$ cat src/rtl/rac_pkg.sv
package rac_pkg;
  typedef enum logic [2:0] {
    ST_RUN   = 3'd0,
    ST_WAIT  = 3'd1,
    ST_RFSH  = 3'd2,
    ST_IACK  = 3'd3,
    ST_DMA   = 3'd4,
    ST_BREL  = 3'd5,
    ST_SLEEP = 3'd6,
    ST_STOP  = 3'd7
  } rac_state_e;
endpackage

$ cat src/rtl/rac_first.sv
// Lowest-index active bit finder.
module rac_first #(
  parameter int N  = 3,
  localparam int W = (N > 1) ? $clog2(N) : 1
) (
  input  logic [N-1:0] req,
  output logic         any,
  output logic [W-1:0] idx
);
  always_comb begin
    any = |req;
    idx = '0;
    for (int i = N - 1; i >= 0; i--) begin
      if (req[i]) idx = W'(i);
    end
  end
endmodule

$ cat src/rtl/rac_next.sv
// Next-state decision taken at each machine-cycle end.
module rac_next
  import rac_pkg::*;
#(
  parameter int NDMA = 2,
  parameter int NIRQ = 3,
  localparam int DW  = (NDMA > 1) ? $clog2(NDMA) : 1,
  localparam int IW  = (NIRQ > 1) ? $clog2(NIRQ) : 1
) (
  input  rac_state_e      state,
  input  rac_state_e      ret,
  input  logic            insn_end,
  input  logic            wait_req,
  input  logic            rfsh_req,
  input  logic [NDMA-1:0] dma_req,
  input  logic            bus_req,
  input  logic [NIRQ-1:0] irq,
  input  logic            sleep_cmd,
  input  logic            stop_cmd,
  output rac_state_e      state_n,
  output rac_state_e      ret_n,
  output logic [DW-1:0]   dma_idx,
  output logic [IW-1:0]   irq_idx
);
  logic dma_any, irq_any;

  rac_first #(.N(NDMA)) dma_pick (.req(dma_req), .any(dma_any), .idx(dma_idx));
  rac_first #(.N(NIRQ)) irq_pick (.req(irq),     .any(irq_any), .idx(irq_idx));

  always_comb begin
    state_n = state;
    ret_n   = ret;
    case (state)
      ST_RUN: begin
        if (bus_req) begin
          state_n = ST_BREL;
          ret_n   = ST_RUN;
        end
        else if (rfsh_req)             state_n = ST_RFSH;
        else if (dma_any)              state_n = ST_DMA;
        else if (insn_end && irq_any)  state_n = ST_IACK;
        else if (wait_req)             state_n = ST_WAIT;
        else if (stop_cmd)             state_n = ST_STOP;
        else if (sleep_cmd)            state_n = ST_SLEEP;
      end
      ST_WAIT:                   if (!wait_req) state_n = ST_RUN;
      ST_RFSH, ST_IACK, ST_DMA:  state_n = ST_RUN;
      ST_BREL:                   if (!bus_req) state_n = ret;
      ST_SLEEP, ST_STOP: begin
        if (bus_req) begin
          state_n = ST_BREL;
          ret_n   = state;
        end
        else if (irq_any) state_n = ST_RUN;
      end
      default: state_n = ST_RUN;
    endcase
  end
endmodule

$ cat src/rtl/req_accept_ctrl.sv
module req_accept_ctrl
  import rac_pkg::*;
#(
  parameter int NDMA = 2,
  parameter int NIRQ = 3,
  localparam int DW  = (NDMA > 1) ? $clog2(NDMA) : 1,
  localparam int IW  = (NIRQ > 1) ? $clog2(NIRQ) : 1
) (
  input  logic            clk,
  input  logic            rst,
  input  logic            mc_end,
  input  logic            insn_end,
  input  logic            wait_req,
  input  logic            rfsh_req,
  input  logic [NDMA-1:0] dma_req,
  input  logic            bus_req,
  input  logic [NIRQ-1:0] irq,
  input  logic            sleep_cmd,
  input  logic            stop_cmd,
  output logic [2:0]      state_code,
  output logic            bus_ack,
  output logic            rfsh_gnt,
  output logic [NDMA-1:0] dma_ack,
  output logic [NIRQ-1:0] int_ack
);
  rac_state_e    state_q, ret_q, state_n, ret_n;
  logic [DW-1:0] dma_idx;
  logic [IW-1:0] irq_idx;

  rac_next #(.NDMA(NDMA), .NIRQ(NIRQ)) next_i (
    .state(state_q), .ret(ret_q), .insn_end(insn_end), .wait_req(wait_req),
    .rfsh_req(rfsh_req), .dma_req(dma_req), .bus_req(bus_req), .irq(irq),
    .sleep_cmd(sleep_cmd), .stop_cmd(stop_cmd),
    .state_n(state_n), .ret_n(ret_n), .dma_idx(dma_idx), .irq_idx(irq_idx)
  );

  always_ff @(posedge clk) begin
    if (rst) begin
      state_q  <= ST_RUN;
      ret_q    <= ST_RUN;
      bus_ack  <= 1'b0;
      rfsh_gnt <= 1'b0;
      dma_ack  <= '0;
      int_ack  <= '0;
    end
    else if (mc_end) begin
      state_q  <= state_n;
      ret_q    <= ret_n;
      bus_ack  <= (state_n == ST_BREL);
      rfsh_gnt <= (state_n == ST_RFSH);
      dma_ack  <= (state_n == ST_DMA)  ? (NDMA'(1) << dma_idx) : '0;
      int_ack  <= (state_n == ST_IACK) ? (NIRQ'(1) << irq_idx) : '0;
    end
  end

  assign state_code = state_q;
endmodule

$ cat config.mk
export PLATFORM = sky130hd
export DESIGN_NAME = req_accept_ctrl
export DESIGN_NICKNAME = d
export VERILOG_FILES = /design/src/rtl/rac_pkg.sv /design/src/rtl/rac_first.sv /design/src/rtl/rac_next.sv /design/src/rtl/req_accept_ctrl.sv
export SDC_FILE = /design/constraint.sdc
export NUM_CORES = 1
export LEC_CHECK = 0
export CORE_UTILIZATION = 30
export DETAILED_ROUTE_END_ITERATION = 8
export DONT_BUFFER_PORTS = 1
export PLACE_DENSITY = 0.52
export REMOVE_ABC_BUFFERS = 1
export SLEW_MARGIN = 20
export SYNTH_ARGS = -nofsm -noshare
export SYNTH_HDL_FRONTEND = slang
export SYNTH_SLANG_ARGS = --single-unit
$ cat constraint.sdc
create_clock -name clk -period 2.5 [get_ports clk]
set_clock_uncertainty 0.1 [all_clocks]
set_input_delay 0 -clock clk [delete_from_list [all_inputs] [get_ports clk]]
set_output_delay 0 -clock clk [all_outputs]
set_load 0.01 [all_outputs]
# --- After elaboration in Yosys (flattened, before gate mapping) ---
# Index checks and enable logic that the tools add are counted.
op_classes:
  eq_ne: 12
  shift: 2
  n_mux: 21
  n_reduce_logical: 8
op_table:
  columns: ["operator", "count"]
  rows:
  - ["$mux 3", 13]
  - ["$eq 3x3->1 const B", 6]
  - ["$pmux 3 s5", 1]
  - ["$eq 3x2->1 const B", 4]
  - ["$mux 2", 4]
  - ["$pmux 3 s2", 1]
  - ["$reduce_or 3->1", 2]
  - ["$reduce_or 2->1", 2]
  - ["$eq 3x1->1 const B", 1]
  - ["$logic_not 3->1", 1]
  - ["$reduce_and 3->1", 1]
  - ["$shl 1x2->3 const A", 1]
  - ["$mux 1", 2]
  - ["$ne 2x2->1 const B", 1]
  - ["$reduce_bool 2->1", 1]
  - ["$shl 1x1->2 const A", 1]
  - ["$logic_and 1x1->1", 1]
totals:
  reg_bits: 13
  inputBits: 14
  output_inout_bits: 10
  word_cells: 49

# --- Logic depth before layout (Yosys ltp) ---
depth:
  ltp_word: 10
  mapped_depth: 6
  depth_no_buf: 5

# --- Modules after synthesis ---
# Synthesis repeated with hierarchy kept, for this count alone.
unflattened:
  hier_cells: 97
  hier_area_um2: 813.3
modules_own_cells:
  columns: ["module", "n_inst", "cells_per_inst", "area_per_inst_um2", "seq_area_each_um2"]
  rows:
  - ["req_accept_ctrl", 1, 48, 515.5, 260.2]
  - ["rac_next", 1, 44, 265.3, 0.0]
  - ["rac_first at next_i.irq_pick", 1, 3, 20.0, 0.0]
  - ["rac_first at next_i.dma_pick", 1, 2, 12.5, 0.0]

# --- Worst setup path after synthesis ---
# No wires, ideal clock.
synth_path:
  kind: "register to register"
  startpoint: "reg state_q[1] (netlist: state_code[1])"
  endpoint: "reg int_ack[1]"
  setup_ns: 0.087
  arrival_ns: 1.608
  required_time_ns: 2.313
  path_slack_ns: 0.705
  stages_incl_launch_ff: 7
  path_buffers: 1
  period_less_slack_ns: 1.795
  cell_sequence: "dfxtp_1 -> buf_4 -> nor4_2 -> nand2_1 -> o221a_2 -> or2_1 -> o31ai_1"
synth_via:
  elab_chain_cells: 10
  word_cells_on_any_way: 24
  cone_classes: "8 x eq/ne; 13 x mux; 3 x reduce/logical"
synth_lines:
  columns: ["element", "line", "source"]
  rows:
  - ["start: declaration", "req_accept_ctrl.sv:26", "rac_state_e state_q, ret_q, state_n, ret_n;"]
  - ["start signal: assignment", "req_accept_ctrl.sv:47", "state_q <= state_n;"]
  - ["$mux 3", "rac_next.sv:44", "else if (sleep_cmd) state_n = ST_SLEEP;"]
  - ["$mux 3", "rac_next.sv:43", "else if (stop_cmd) state_n = ST_STOP;"]
  - ["$mux 3", "rac_next.sv:42", "else if (wait_req) state_n = ST_WAIT;"]
  - ["$mux 3", "rac_next.sv:41", "else if (insn_end && irq_any) state_n = ST_IACK;"]
  - ["$mux 3", "rac_next.sv:40", "else if (dma_any) state_n = ST_DMA;"]
  - ["$mux 3", "rac_next.sv:39", "else if (rfsh_req) state_n = ST_RFSH;"]
  - ["$mux 3", "rac_next.sv:35", "if (bus_req) begin"]
  - ["$pmux 3 s5 (*)", "rac_next.sv:33", "case (state)"]
  - ["$eq 3x2->1 (*)", "req_accept_ctrl.sv:52", "int_ack <= (state_n == ST_IACK) ? (NIRQ'(1) << irq_idx) : '0;"]
  - ["$mux 3 (*)", "req_accept_ctrl.sv:52", null]
  - ["end signal: assignment", "req_accept_ctrl.sv:52", null]
  - ["end: declaration", "req_accept_ctrl.sv:24", "output logic [NIRQ-1:0] int_ack"]
# Every way passes the cells marked *; elsewhere a longest branch is shown, timed or not.
# A chain may end at the register's enable or synchronous reset.

# --- Worst setup path after layout ---
layout_path:
  startpoint: "reg state_q[2] (netlist: state_code[2])"
  endpoint: "reg rfsh_gnt"
layout_via:
  elab_chain_cells: 9
  word_cells_on_any_way: 23
  cone_classes: "8 x eq/ne; 12 x mux; 3 x reduce/logical"
layout_lines:
  columns: ["element", "line", "source"]
  rows:
  - ["$mux 3", "rac_next.sv:44", null]
  - ["$mux 3", "rac_next.sv:43", null]
  - ["$mux 3", "rac_next.sv:42", null]
  - ["$mux 3", "rac_next.sv:41", null]
  - ["$mux 3", "rac_next.sv:40", null]
  - ["$mux 3", "rac_next.sv:39", null]
  - ["$mux 3", "rac_next.sv:35", null]
  - ["$pmux 3 s5 (*)", "rac_next.sv:33", null]
  - ["$eq 3x2->1 (*)", "req_accept_ctrl.sv:50", "rfsh_gnt <= (state_n == ST_RFSH);"]
  - ["end signal: assignment", "req_accept_ctrl.sv:50", null]
  - ["end: declaration", "req_accept_ctrl.sv:22", "output logic rfsh_gnt,"]
# Marked as above.

==> flow_summary_export.csv <==
group,metric,value,unit
die,core_area,2500,sq um
die,num_io_pins,24,
global_routing,grt_pass1_vias,748,
logic_synthesis,syn_area,803.3,sq um
route,wl,2.006,mm
route,drtIter0Drc,20,
timing,max_slew_margin,65.26,%
setup_path,cp_max_fo,10,
logic_synthesis,synth_area_leader_cell,"dfxtp_1",
timing,worst_slew_pin_slew,0.5080,ns
logic_synthesis,synth_ff_type,"dfxtp_1",
global_routing,antenna_found_initial,0,
setup_path,start_kind,"flip-flop",
layout,area_growth,25.55,%
clock_network,worstSkewPairLatency,0.27,ns
place,gp_congestion,0.7302,
logic_synthesis,async_flop_share,0,%
logic_synthesis,yosys-top-cells-count,"dfxtp_1, nor2_1, nand2_1, a21oi_1, o21ai_0",
timing,rsz0062_at_grt,"no",
logic_synthesis,synth_edf_count,0,
logic_synthesis,synth.area.top_cells,"dfxtp_1, nor2_1, nand2_1",
setup_path,crit_type,"reg2reg",
power,power.density,483.8,nW/um^2
clock_network,clockRootBuffer,"clkbuf_4",
clock_network,post-cts-setup-buffer-count,0,
timing,hold_viol_final,0,
place,placed_area,834.6,sq um
die,die_w,53.75,um
setup_path,required,2.57,ns
timing,drv_slew,0,
setup_path,arrival,2.38,ns
global_routing,grt_pass1_wl,3.463,mm
power,ir_drop,336.0,uV
timing,final.setup.tns,0,ns
layout,antenna_cells,0,
route,drtAntennaViolNets,0,
layout,nets,130,
die,start_util,32.13,%
min_path,hold_class,"in2reg",
layout,drive_gt1_share,13.91,%
logic_synthesis,ys_seq_elements,13,
global_routing,grt_start_max_net_pins,11,
route,drc,0,
logic_synthesis,synth_cell_types,39,
logic_synthesis,yosys_warnings,0,
route,wire_per_inst,13.83,um
clock_network,cts_tree,"yes",
die,die_h,53.75,um
logic_synthesis,seq_area_frac_synth,32.40,%
timing,post-route-min-period,2.313,ns
place,numPortBuffers,0,
clock_network,clock_path_buffers,2,
clock_network,cts_sinks,13,
clock_network,cts_buffers,3,
timing,fin_ws,0.1868,ns
run,drv_cap,0,
clock_network,cts.htree.levels,1,
run_status,status,"completed",
place,place_ws,0.4444,ns
power,leakage,0.3757,nW
route,vias_per_cell,5.428,
setup_path,critical_path.endpoint_type,"flip-flop",
die,dieArea,2889,sq um
logic_synthesis,yosys.area.top_type_share,32.40,%
logic_synthesis,syn_avg_cell_area,8.033,sq um
global_routing,grt_overflow,0,
timing,max_freq,432.3,MHz
global_routing,grt_usage,16.91,%
place,dp_hpwl,1.454,mm
timing,min_period_over_period,92.53,%
clock_network,clkTransAtPathRegs,0.08,ns
layout,final_area,1008,sq um
die,rows,18,
logic_synthesis,syn_inst,100,
route,first_pass_iters,4,
timing,final-setup-viol-count,0,
route,vias,787,
==> layout make-up <==
cell class / instances / area [sq um]
multi-input combinational: 77 / 505.5
clock buffer: 4 / 26.28
inverter: 4 / 15.01
fill: 260 / 1491
timing repair buffer: 17 / 162.7
tap: 30 / 37.54
sequential: 13 / 261.5
==> flip-flops by register name, summed over array words and instances, names as in the netlist <==
name and cells:
bus_ack 1, dma_ack 2, int_ack 3, ret_q 3, rfsh_gnt 1, state_code 3
==> repair_timing <==
action                                  CTS  global route
endpoints found under the setup margin    0             6
hold buffers                             14             0
hold endpoints to repair                 13             0
resized for setup                         0             2
==> per-stage QoR <==
stage          instances  hold slack [ns]  power (W)  util, %
6_report             145          0.03295  0.0004879    40.34
3_5_place_dp         127         -0.02718  0.0003397    33.38
2_1_floorplan         94         -0.03093  0.0003132        -
5_1_grt              145          0.03169  0.0005220    40.34
3_3_place_gp         127         -0.02749  0.0003380    33.38
4_1_cts              145          0.02513  0.0004924    40.04
==> critical path, cell delays in order, from the launching register on <==
cell	delay (ns)
dfxtp_2	0.44
nor3_1	0.08
or4_4	0.40
dlygate4sd3_1	0.61
a32oi_4	0.25
nor2_1	0.07
a32o_1	0.25
==> cell usage in the layout, fill, tap and decap left out, types with 2 or more instances in the layout <==
cell | netlist | routed
nand2_1 | 9 | 9
buf_4 | 1 | 3
and3_1 | 3 | 3
nor3b_1 | 2 | 2
nor2b_1 | 2 | 2
dfxtp_1 | 13 | 12
o21ai_0 | 5 | 5
and2_1 | 2 | 2
nor3_1 | 3 | 3
nor2_1 | 13 | 13
inv_1 | 4 | 4
nand3_1 | 3 | 3
a32o_1 | 2 | 2
dlygate4sd3_1 | 0 | 14
clkbuf_4 | 0 | 3
or3_1 | 2 | 2
a21oi_1 | 6 | 6
o31ai_1 | 4 | 4
==> metal layers <==
metal	vias to the layer above	GRT usage [%]	share of wire, %
met2	21	27.98	48
met4	0	5.263	0.80
met5	-	0	0
li1	394	-	-
met1	370	20.24	45
met3	2	5.932	5.9
==> where the power goes <==
| part | internal (W) | switching [W] | leakage [nW] |
|---|---|---|---|
| registers | 0.000216 | 0.0000124 | 0.106 |
| clock network | 0.0000618 | 0.0000681 | 0.0150 |
| logic | 0.0000630 | 0.0000666 | 0.255 |
==> kinds of logic (layout without fill, tap and decap cells) <==
group / count (synthesis) / in the layout / share of synthesized area [%]
xor gates and xnor gates: 1 / 1 / 1.091
buffers and inverters: 10 / 25 / 5.451
AOI/OAI and AO/OA: 27 / 27 / 26.01
DFF: 13 / 13 / 32.40
and+or+nand+nor: 47 / 47 / 32.40
muxes: 2 / 2 / 2.648
==> path summary, 6_finish.rpt <==
kind / endpoint / startpoint / slack, ns / cells after the start
min reg2reg: int_ack[1] / int_ack[1] / 0.41 / 2
max: rfsh_gnt / state_code[2] / 0.19 / 6
max reg2reg: rfsh_gnt / state_code[2] / 0.19 / 6
min: bus_ack / rfsh_req / 0.03 / 4
No activity file was read; power rests on OpenSTA's default activity.
